<file path="src/rtl/sps_pkg.sv">
package sps_pkg;

    // State encoding doubles as the externally visible status code.
    typedef enum logic [2:0] {
        SPS_IDLE   = 3'b000,
        SPS_SAMPLE = 3'b001,
        SPS_FGAP   = 3'b100,
        SPS_SGAP   = 3'b111,
        SPS_GGAP   = 3'b011
    } sps_state_e;

    // Gap kinds, used as indices into the gap counter array.
    localparam int GAP_KINDS = 3;
    localparam int GK_FILT   = 0;
    localparam int GK_SENS   = 1;
    localparam int GK_GRP    = 2;

    // Width of the per-point sample count (largest mode takes 18).
    localparam int SMP_W = 5;

    function automatic logic [SMP_W-1:0] samples_for_mode(input logic [2:0] mode);
        logic [SMP_W-1:0] n;
        case (mode)
            3'd1:    n = SMP_W'(2);
            3'd2:    n = SMP_W'(4);
            3'd3:    n = SMP_W'(6);
            3'd4:    n = SMP_W'(10);
            3'd5:    n = SMP_W'(18);
            default: n = SMP_W'(1);
        endcase
        return n;
    endfunction

endpackage

</file>
<file path="src/rtl/sps_unit_prescaler.sv">
module sps_unit_prescaler #(
    parameter int PRESCALE_BASE = 256,
    parameter int PC_W          = 8,
    localparam int SUB_W        = (PRESCALE_BASE > 1) ? $clog2(PRESCALE_BASE) : 1
) (
    input  logic            clk,
    input  logic            rst,
    input  logic            clear,
    input  logic            run,
    input  logic [PC_W-1:0] unit_count,
    output logic            unit_tick
);

    logic [SUB_W-1:0] sub_q;
    logic [PC_W-1:0]  mult_q;
    logic [PC_W-1:0]  mult_last;
    logic             sub_wrap;

    // A multiplier of zero behaves as one.
    assign mult_last = (unit_count == '0) ? '0 : unit_count - 1'b1;
    assign sub_wrap  = (sub_q == SUB_W'(PRESCALE_BASE - 1));
    assign unit_tick = run && sub_wrap && (mult_q == mult_last);

    always_ff @(posedge clk) begin
        if (rst || clear) begin
            sub_q  <= '0;
            mult_q <= '0;
        end else if (run) begin
            if (sub_wrap) begin
                sub_q  <= '0;
                mult_q <= (mult_q == mult_last) ? '0 : mult_q + 1'b1;
            end else begin
                sub_q <= sub_q + 1'b1;
            end
        end
    end

endmodule

</file>
<file path="src/rtl/sps_gap_counter.sv">
module sps_gap_counter #(
    parameter int GAP_W = 8
) (
    input  logic             clk,
    input  logic             rst,
    input  logic             load,
    input  logic [GAP_W-1:0] load_value,
    input  logic             tick,
    output logic             expired
);

    logic [GAP_W-1:0] remain_q;

    always_ff @(posedge clk) begin
        if (rst) begin
            remain_q <= '0;
        end else if (load) begin
            remain_q <= load_value;
        end else if (tick && (remain_q != '0)) begin
            remain_q <= remain_q - 1'b1;
        end
    end

    assign expired = (remain_q == '0);

endmodule

</file>
<file path="src/rtl/sps_sequencer.sv">
module sps_sequencer
    import sps_pkg::*;
#(
    parameter int MAX_POINTS = 4,
    parameter int GAP_W      = 8,
    parameter int PC_W       = 8,
    localparam int PT_W      = $clog2(MAX_POINTS),
    localparam int NP_W      = $clog2(MAX_POINTS + 1)
) (
    input  logic                               clk,
    input  logic                               rst,
    input  logic                               enable,
    input  logic [PC_W-1:0]                    period_count,
    input  logic [2:0]                         filter_mode,
    input  logic [NP_W-1:0]                    num_points,
    input  logic [GAP_W-1:0]                   filt_gap,
    input  logic [GAP_W-1:0]                   sens_gap,
    input  logic [GAP_W-1:0]                   group_gap,
    input  logic                               meas_done,
    input  logic [GAP_KINDS-1:0]               gap_expired,
    output logic [GAP_KINDS-1:0]               gap_load,
    output logic [GAP_KINDS-1:0][GAP_W-1:0]    gap_value,
    output logic [GAP_KINDS-1:0]               gap_active,
    output logic [PC_W-1:0]                    unit_count,
    output logic                               pre_clear,
    output logic                               pre_run,
    output sps_state_e                         state,
    output logic [PT_W-1:0]                    point,
    output logic [MAX_POINTS-1:0]              strobe,
    output logic                               sweep_pulse
);

    typedef struct packed {
        logic [SMP_W-1:0]                  nsamp;
        logic [PT_W-1:0]                   last_pt;
        logic [PC_W-1:0]                   ucount;
        logic [GAP_KINDS-1:0][GAP_W-1:0]   gaps;
    } run_cfg_t;

    run_cfg_t         cfg_q;
    run_cfg_t         cfg_in;
    sps_state_e       state_q;
    logic [PT_W-1:0]  point_q;
    logic [SMP_W-1:0] smp_q;
    logic [PT_W-1:0]  last_pt_in;
    logic             sample_end;
    logic             last_sample;
    logic             last_point;

    // Clamp the requested point count to 1..MAX_POINTS.
    always_comb begin
        if (num_points == '0) begin
            last_pt_in = '0;
        end else if (num_points >= NP_W'(MAX_POINTS)) begin
            last_pt_in = PT_W'(MAX_POINTS - 1);
        end else begin
            last_pt_in = PT_W'(num_points - 1'b1);
        end
    end

    always_comb begin
        cfg_in.nsamp         = samples_for_mode(filter_mode);
        cfg_in.last_pt       = last_pt_in;
        cfg_in.ucount        = period_count;
        cfg_in.gaps[GK_FILT] = filt_gap;
        cfg_in.gaps[GK_SENS] = sens_gap;
        cfg_in.gaps[GK_GRP]  = group_gap;
    end

    assign sample_end  = (state_q == SPS_SAMPLE) && meas_done;
    assign last_sample = (smp_q == cfg_q.nsamp - 1'b1);
    assign last_point  = (point_q == cfg_q.last_pt);

    always_comb begin
        gap_load          = '0;
        gap_load[GK_FILT] = sample_end && enable && !last_sample;
        gap_load[GK_SENS] = sample_end && enable && last_sample && !last_point;
        gap_load[GK_GRP]  = sample_end && enable && last_sample && last_point;
        gap_active          = '0;
        gap_active[GK_FILT] = (state_q == SPS_FGAP);
        gap_active[GK_SENS] = (state_q == SPS_SGAP);
        gap_active[GK_GRP]  = (state_q == SPS_GGAP);
    end

    assign gap_value  = cfg_q.gaps;
    assign unit_count = cfg_q.ucount;
    assign pre_clear  = |gap_load;
    assign pre_run    = |gap_active;

    always_ff @(posedge clk) begin
        if (rst) begin
            state_q     <= SPS_IDLE;
            point_q     <= '0;
            smp_q       <= '0;
            cfg_q       <= '0;
            strobe      <= '0;
            sweep_pulse <= 1'b0;
        end else begin
            strobe      <= '0;
            sweep_pulse <= 1'b0;
            case (state_q)
                SPS_IDLE: begin
                    if (enable) begin
                        cfg_q   <= cfg_in;
                        point_q <= '0;
                        smp_q   <= '0;
                        state_q <= SPS_SAMPLE;
                    end
                end
                SPS_SAMPLE: begin
                    if (meas_done) begin
                        strobe <= MAX_POINTS'(1) << point_q;
                        if (!enable) begin
                            state_q <= SPS_IDLE;
                        end else if (gap_load[GK_FILT]) begin
                            smp_q   <= smp_q + 1'b1;
                            state_q <= SPS_FGAP;
                        end else if (gap_load[GK_SENS]) begin
                            smp_q   <= '0;
                            point_q <= point_q + 1'b1;
                            state_q <= SPS_SGAP;
                        end else begin
                            state_q <= SPS_GGAP;
                        end
                    end
                end
                SPS_FGAP: begin
                    if (!enable) begin
                        state_q <= SPS_IDLE;
                    end else if (gap_expired[GK_FILT]) begin
                        state_q <= SPS_SAMPLE;
                    end
                end
                SPS_SGAP: begin
                    if (!enable) begin
                        state_q <= SPS_IDLE;
                    end else if (gap_expired[GK_SENS]) begin
                        state_q <= SPS_SAMPLE;
                    end
                end
                SPS_GGAP: begin
                    if (!enable) begin
                        state_q <= SPS_IDLE;
                    end else if (gap_expired[GK_GRP]) begin
                        point_q     <= '0;
                        smp_q       <= '0;
                        sweep_pulse <= 1'b1;
                        state_q     <= SPS_SAMPLE;
                    end
                end
                default: state_q <= SPS_IDLE;
            endcase
        end
    end

    assign state = state_q;
    assign point = point_q;

endmodule

</file>
<file path="src/rtl/sensor_poll_sched.sv">
module sensor_poll_sched
    import sps_pkg::*;
#(
    parameter int MAX_POINTS    = 4,
    parameter int PRESCALE_BASE = 256,
    parameter int PC_W          = 8,
    parameter int GAP_W         = 8,
    localparam int PT_W         = $clog2(MAX_POINTS),
    localparam int NP_W         = $clog2(MAX_POINTS + 1)
) (
    input  logic                  clk,
    input  logic                  rst,
    input  logic                  enable,
    input  logic [PC_W-1:0]       period_count,
    input  logic [2:0]            filter_mode,
    input  logic [NP_W-1:0]       num_points,
    input  logic [GAP_W-1:0]      filt_gap,
    input  logic [GAP_W-1:0]      sens_gap,
    input  logic [GAP_W-1:0]      group_gap,
    input  logic                  meas_done,
    output logic                  meas_req,
    output logic [PT_W-1:0]       meas_point,
    output logic [MAX_POINTS-1:0] sample_strobe,
    output logic                  sweep_done,
    output logic [2:0]            status
);

    logic [GAP_KINDS-1:0]            gap_load;
    logic [GAP_KINDS-1:0][GAP_W-1:0] gap_value;
    logic [GAP_KINDS-1:0]            gap_active;
    logic [GAP_KINDS-1:0]            gap_expired;
    logic [PC_W-1:0]                 unit_count;
    logic                            pre_clear;
    logic                            pre_run;
    logic                            unit_tick;
    sps_state_e                      state_w;
    logic [PT_W-1:0]                 point_w;

    sps_sequencer #(
        .MAX_POINTS (MAX_POINTS),
        .GAP_W      (GAP_W),
        .PC_W       (PC_W)
    ) u_seq (
        .clk          (clk),
        .rst          (rst),
        .enable       (enable),
        .period_count (period_count),
        .filter_mode  (filter_mode),
        .num_points   (num_points),
        .filt_gap     (filt_gap),
        .sens_gap     (sens_gap),
        .group_gap    (group_gap),
        .meas_done    (meas_done),
        .gap_expired  (gap_expired),
        .gap_load     (gap_load),
        .gap_value    (gap_value),
        .gap_active   (gap_active),
        .unit_count   (unit_count),
        .pre_clear    (pre_clear),
        .pre_run      (pre_run),
        .state        (state_w),
        .point        (point_w),
        .strobe       (sample_strobe),
        .sweep_pulse  (sweep_done)
    );

    sps_unit_prescaler #(
        .PRESCALE_BASE (PRESCALE_BASE),
        .PC_W          (PC_W)
    ) u_pre (
        .clk        (clk),
        .rst        (rst),
        .clear      (pre_clear),
        .run        (pre_run),
        .unit_count (unit_count),
        .unit_tick  (unit_tick)
    );

    for (genvar k = 0; k < GAP_KINDS; k++) begin : g_gap
        sps_gap_counter #(
            .GAP_W (GAP_W)
        ) u_gap (
            .clk        (clk),
            .rst        (rst),
            .load       (gap_load[k]),
            .load_value (gap_value[k]),
            .tick       (unit_tick && gap_active[k]),
            .expired    (gap_expired[k])
        );
    end

    assign meas_req   = (state_w == SPS_SAMPLE);
    assign meas_point = point_w;
    assign status     = state_w;

endmodule

</file>
<file path="config.mk">
export PLATFORM = sky130hd
export DESIGN_NAME = sensor_poll_sched
export DESIGN_NICKNAME = d
export VERILOG_FILES = /design/src/rtl/sps_pkg.sv /design/src/rtl/sps_unit_prescaler.sv /design/src/rtl/sps_gap_counter.sv /design/src/rtl/sps_sequencer.sv /design/src/rtl/sensor_poll_sched.sv
export SDC_FILE = /design/constraint.sdc
export NUM_CORES = 1
export LEC_CHECK = 0
export CAP_MARGIN = 20
export CORE_MARGIN = 2
export CORE_UTILIZATION = 57
export CTS_CLUSTER_DIAMETER = 30
export DETAILED_ROUTE_END_ITERATION = 8
export PLACE_DENSITY = 0.85
export SLEW_MARGIN = 5
export SYNTH_ARGS = -nofsm -noshare
export SYNTH_HDL_FRONTEND = slang
export SYNTH_SLANG_ARGS = --single-unit
export TNS_END_PERCENT = 100
</file>
<file path="constraint.sdc">
create_clock -name clk -period 3.5 [get_ports clk]
set_input_delay 0.7 -clock clk [delete_from_list [all_inputs] [get_ports clk]]
set_output_delay 0.7 -clock clk [all_outputs]
set_load 0.01 [all_outputs]
</file>
==> results of run 1 <==
[per-layer routing]
layer  GRT usage, %  up-vias  share of wire [%]
li1               -     2294                  -
met1           32.3     2100                 46
met2           40.7      104                 48
met3           3.09       25                4.0
met4           9.40        0                2.0
met5              0        -                  0
[cells by family (layout without fill, tap and decap cells)]
family | Yosys count | in the layout
AOI/OAI and AO/OA | 125 | 125
xor gates and xnor gates | 41 | 41
adders and majority gates | 13 | 13
buffers and inverters | 60 | 102
DFF | 94 | 94
muxes | 3 | 3
and+or+nand+nor | 289 | 289
[critical path, cell delays in order (launching register included)]
cell,delay [ns]
dfxtp_1,0.38
inv_1,0.10
ha_1,0.31
or4b_1,0.51
o21ai_0,0.17
o311ai_1,0.12
a221o_1,0.35
nand4b_2,0.41
or4_1,0.56
a311oi_1,0.24
[layout make-up]
class | instances | share of cell area [%]
Tap cell | 108 | 2.35
Clock inverter | 4 | 0.959
Clock buffer | 12 | 2.53
Timing Repair Buffer | 61 | 10.4
Multi-Input combinational cell | 471 | 49.4
Sequential cell | 94 | 32.8
Inverter | 25 | 1.63
[cell usage after synthesis, types with 5 or more instances]
cell | instances | area, sq um
a211oi_1 | 11 | 82.6
nor3b_1 | 8 | 60.1
or3_1 | 8 | 50.1
o21ai_0 | 10 | 50.1
xor2_1 | 19 | 166
or4_1 | 5 | 37.5
nand2_1 | 99 | 372
dfxtp_1 | 94 | 1880
o31ai_1 | 5 | 37.5
a21oi_1 | 54 | 270
nor2_1 | 61 | 229
and3_1 | 7 | 43.8
a311oi_1 | 5 | 43.8
nand3_1 | 15 | 75.1
xnor2_1 | 22 | 193
ha_1 | 13 | 163
nor4_1 | 11 | 68.8
nand4_1 | 10 | 62.6
nor3_1 | 27 | 135
inv_1 | 25 | 93.8
clkbuf_1 | 27 | 101
o211ai_1 | 5 | 37.5
nand2b_1 | 8 | 50.1
[state kept, by name, summed over array words and instances (netlist names)]
signal and cells:
u_seq.state 3, u_seq.sweep_pulse 1, u_seq.strobe 4, u_seq.unit_count 8, u_seq.smp_q 5, g_gap.u_gap.remain_q 24
u_seq.cfg_q 7, u_pre.mult_q 8, u_pre.sub_q 8, u_seq.point 2, u_seq.gap_value 24
[path summary, 6_finish.rpt]
path | startpoint | endpoint | slack, ns | cells past startpoint
worst max-delay path | u_seq.unit_count[0] | g_gap[0].u_gap.remain_q[3] | 0.29 | 9
worst min-delay path | u_seq.gap_value[9] | u_seq.gap_value[9] | 0.45 | 2
worst max register to register | u_seq.unit_count[0] | g_gap[0].u_gap.remain_q[3] | 0.29 | 9
worst min register to register | u_seq.gap_value[9] | u_seq.gap_value[9] | 0.45 | 2
[power groups by stage]
stage / clock network (mW) / registers, mW / logic (mW)
after floorplan: 0 / 1.16 / 0.288
after global placement: 0 / 1.18 / 0.394
after detailed placement: 0 / 1.18 / 0.405
after CTS: 0.747 / 1.16 / 0.407
after global routing: 0.789 / 1.17 / 0.455
final: 0.736 / 1.16 / 0.409
==> qor.yml, run 1 <==
synth:
  synthXorXnorAreaFrac_pct: 7.25
  postSynth.asyncResetShare_pct: 0
  synth_edf_count: 0
  ys_seq_elements: 94
  syn_nets: 680
  yosysSeqAreaShare_pct: 38.0
  yosysWarnings: 0
  syn-cell-area_sq_um: 4950
  synth_compound_area_share_pct: 16.6
  syn_area_per_cell_sq_um: 7.93
  synthFlopType: "dfxtp_1"
  synthAdderAreaFrac_pct: 3.28
  synthSimpleGateAreaFrac_pct: 29.4
  synthCells: 625
  yosysUniqueCellTypes: 62
  synth_top_family_by_area: "simple AND/OR/NAND/NOR gates"
  muxShareOfSynthArea_pct: 0.606
cells_and_area:
  layout_commonest_cell: "nand2_1"
  final_cell_mix: "nand2_1 (99), dfxtp_1 (94), nor2_1 (61)"
  post_layout_nonfiller_instances: 775
  nFillCells: 736
  fin_util_pct: 66.8
  drive_above_1_share_pct: 5.70
  n_antenna_cell: 0
  fin_nets: 717
  syn_to_final_growth_pct: 15.9
  final_area_sq_um: 5740
  multiInputGateArea_sq_um: 2840
  seq_area_sq_um: 1880
critical_path:
  cp.required_ns: 3.78
  critPathLaunchType: "flop"
  cp_data_arrival_time_ns: 3.49
  end_kind: "flop"
  critPathMaxFanout: 12
  path_class: "reg -> reg"
clocking:
  cts_made_buffers: 9
  clock_latency_ns: 0.36
  cts_tree: "yes"
  ctsLongestPathBuffers: 2
  clkSlewWorstSetupHoldPaths_ns: 0.09
  cts_hold_buf: 0
  cts.sinks: 94
  ctsRootBufferMaster: "clkbuf_8"
  post_cts_buffers: 0
  cts_resized: 0
  htree_num_levels: 3
power:
  switching_share_pct: 28.4
  p_leak_nw: 2.19
  p_clk_share_pct: 31.9
  total_power_mw: 2.31
  seqPwrFrac_pct: 50.3
  p_comb_share_pct: 17.7
  power.switching_mw: 0.655
  power.density_nw_per_um2: 402
  p_int_mw: 1.65
  peakVddDrop_mv: 0.239
sta:
  hold_ws_ns: 0.455
  min_period_over_period_pct: 91.7
  finClkSkew_ns: 0.00746
  fmax_ghz: 0.311
  worst_slack_ns: 0.289
  rsz0062_at_grt: "no"
  finalHoldViolCount: 0
  drv_slew: 0
  fin_crit_ns: 3.21
  tns_ns: 0
  final-setup-viol-count: 0
  worstMarginPinSlew_ns: 0.850
  slew_headroom_pct: 42.6
global_routing:
  grtUsageTotal_pct: 24.4
  grt_remaining_overflow: 0
  grt_pass1_vias: 4309
  antenna_found_initial: 0
  grt_pass1_wl_um: 19500
  grt_max_degree: 65
routing:
  drtIter0Drc: 259
  wirelength_um: 11300
  wl_per_cell_um: 14.6
  vias: 4523
  dr.pass1.iters: 5
  ant_nets: 0
  remaining_drc_errors: 0
  viasPerCell: 5.84
floorplanning:
  die_area_sq_um: 9450
  initial_utilization_pct: 57.7
  core_area_sq_um: 8590
  io_pins: 53
  die_y_um: 97.2
  rows: 34
  die_width_um: 97.2
outcome:
  status: "finished, final reports clean"
worst_hold_path:
  hp-class: "reg -> reg"
place:
  post-place-ws_ns: 0.301
  placed_cells: 759
  finalWeightedCongestion: 0.852
  io_buffers: 52
  hpwl_um: 8310
  post_dp_cell_area_sq_um: 5540
job:
  cap_violations: 0
(Power assumes the default switching activity.)
==> run 2: changes to the inputs <==
--- a/config.mk
+++ b/config.mk
@@ -11,7 +11,7 @@
 export CTS_CLUSTER_DIAMETER = 30
 export DETAILED_ROUTE_END_ITERATION = 8
 export PLACE_DENSITY = 0.85
-export SLEW_MARGIN = 5
+export SLEW_MARGIN = 40
 export SYNTH_ARGS = -nofsm -noshare
 export SYNTH_HDL_FRONTEND = slang
 export SYNTH_SLANG_ARGS = --single-unit
==> run 2 against run 1 <==
Clock skew about the same; hold slack unchanged; fmax increased by 0.15%; critical path depth unchanged; register-to-register slack about the same; first-iteration DRC count unchanged; highest routed layer unchanged; largest cell class unchanged; combinational power about the same.
==> qor.yml, run 2 (synthesis results as in run 1) <==
critical_path:
  path_class: "reg -> reg"
  r2r-start: "u_seq.unit_count[0]"
  critPathMaxFanout: 12
  critPathLaunchType: "flop"
  cp_data_arrival_time_ns: 3.49
  end_kind: "flop"
  reg2reg_to: "g_gap[0].u_gap.remain_q[3]"
  reg2reg_depth: 9
  crit_path_max_incr_delay_ns: 0.56
  crit_path_cell_trace: "inv_1 > ha_1 > or4b_1 > o21ai_0 > o311ai_1 > a221o_1 > nand4b_2 > or4_1 > a311oi_1"
  cp.required_ns: 3.78
  cpMaxStageDelayCell: "or4_1"
  r2r_slack_ns: 0.29
floorplanning:
  die_y_um: 97.2
  initial_utilization_pct: 57.7
  die_width_um: 97.2
  core_area_sq_um: 8590
  rows: 34
  die_area_sq_um: 9450
  io_pins: 53
routing:
  dr.pass1.iters: 5
  wirelength_um: 11300
  wl_per_cell_um: 14.6
  drtIter0Drc: 259
  vias: 4527
  ant_nets: 0
  remaining_drc_errors: 0
  viasPerCell: 5.84
worst_hold_path:
  worstHoldEndpoint: "u_seq.gap_value[9]"
  min_path_cells: 2
  hold_start: "u_seq.gap_value[9]"
  hp-class: "reg -> reg"
place:
  post-place-ws_ns: 0.301
  hpwl_um: 8310
  finalWeightedCongestion: 0.852
  io_buffers: 52
  placed_cells: 759
sta:
  rsz0062_at_grt: "no"
  fmax_ghz: 0.312
  tns_ns: 0
  finalHoldViolCount: 0
  finClkSkew_ns: 0.00725
  fin_crit_ns: 3.21
  worstMarginPinSlew_ns: 0.821
  worst_slack_ns: 0.294
  min_period_over_period_pct: 91.6
  drv_slew: 0
  final-setup-viol-count: 0
  slew_headroom_pct: 45.3
cells_and_area:
  drive_above_1_share_pct: 5.70
  post_layout_nonfiller_instances: 775
  layout_commonest_cell: "nand2_1"
  syn_to_final_growth_pct: 15.9
  fin_nets: 717
  final_cell_mix: "nand2_1 (99), dfxtp_1 (94), nor2_1 (61)"
  n_antenna_cell: 0
  nFillCells: 736
power:
  seqPwrFrac_pct: 50.3
  p_clk_share_pct: 32.0
  p_int_mw: 1.65
  switching_share_pct: 28.4
  total_power_mw: 2.31
  peakVddDrop_mv: 0.239
  p_comb_share_pct: 17.7
  power.switching_mw: 0.656
  power.density_nw_per_um2: 402
  p_leak_nw: 2.19
global_routing:
  grt_pass1_wl_um: 19500
  grtUsageTotal_pct: 24.4
  grt_remaining_overflow: 0
  grt_pass1_vias: 4309
  grt_max_degree: 65
  antenna_found_initial: 0
clocking:
  post_cts_buffers: 0
  cts_made_buffers: 9
  clkSlewWorstSetupHoldPaths_ns: 0.09
  clock_latency_ns: 0.37
  cts_resized: 0
  cts.sinks: 94
  ctsLongestPathBuffers: 2
  ctsRootBufferMaster: "clkbuf_8"
  htree_num_levels: 3
  cts_tree: "yes"
  cts_hold_buf: 0
outcome:
  status: "finished, final reports clean"
job:
  cap_violations: 0
run 2: cell counts in the layout (fill, tap and decap cells not counted):
No cell type changed its count.
run 2: cell type report:
type                    instances  area, sq um  area share [%]
flip-flops and latches         94         1880            32.8
inverters                      25         93.8            1.63
clock inverters                 4         55.1           0.959
multi-input cells             471         2840            49.4
well taps                     108          135            2.35
clock buffers                  12          145            2.53
repair buffers                 61          596            10.4
run 2: worst max-delay path by stage:
stage	start	endpoint	slack [ns]	cells after the start
after global placement	u_seq.unit_count[0]	g_gap[0].u_gap.remain_q[3]	0.36	9
after CTS	u_seq.unit_count[0]	g_gap[0].u_gap.remain_q[3]	0.30	9
after global routing	u_seq.unit_count[0]	g_gap[0].u_gap.remain_q[3]	0.07	9
after detailed placement	u_seq.unit_count[0]	g_gap[0].u_gap.remain_q[3]	0.30	9
after floorplan	u_seq.unit_count[0]	g_gap[0].u_gap.remain_q[4]	0.63	11
final	u_seq.unit_count[0]	g_gap[0].u_gap.remain_q[3]	0.29	9
run 2: through the flow:
| step | util [%] | area (sq um) | hold slack (ns) |
|---|---|---|---|
| 3_3_place_gp | 64.5 | 5540 | 0.442 |
| 3_5_place_dp | 64.5 | 5540 | 0.445 |
| 6_report | 66.8 | 5740 | 0.455 |
| 2_1_floorplan | - | 4950 | 0.432 |
| 5_1_grt | 66.8 | 5740 | 0.473 |
| 4_1_cts | 66.8 | 5740 | 0.457 |
run 2: critical path, delay by kind of cell, from the launching register on:
family	cells	cell delay, ns
flip-flops	1	0.38
buffers and inverters	1	0.10
adder cells (fa/ha/maj)	1	0.31
AND/OR/NAND/NOR	3	1.48
AO/OA/AOI/OAI	4	0.88
run 2: routing by layer:
layer / share of wire [%] / vias to the layer above / global-route usage (%)
met1: 46 / 2106 / 32.3
li1: - / 2293 / -
met5: 0 / - / 0
met3: 4.3 / 23 / 3.09
met4: 1.9 / 0 / 9.40
met2: 48 / 105 / 40.7
run 2: power by group through the flow:
stage / combinational (mW) / sequential [mW] / clock [mW]
3_5_place_dp: 0.405 / 1.18 / 0
4_1_cts: 0.407 / 1.16 / 0.747
3_3_place_gp: 0.394 / 1.18 / 0
2_1_floorplan: 0.288 / 1.16 / 0
5_1_grt: 0.456 / 1.17 / 0.789
6_report: 0.409 / 1.16 / 0.737
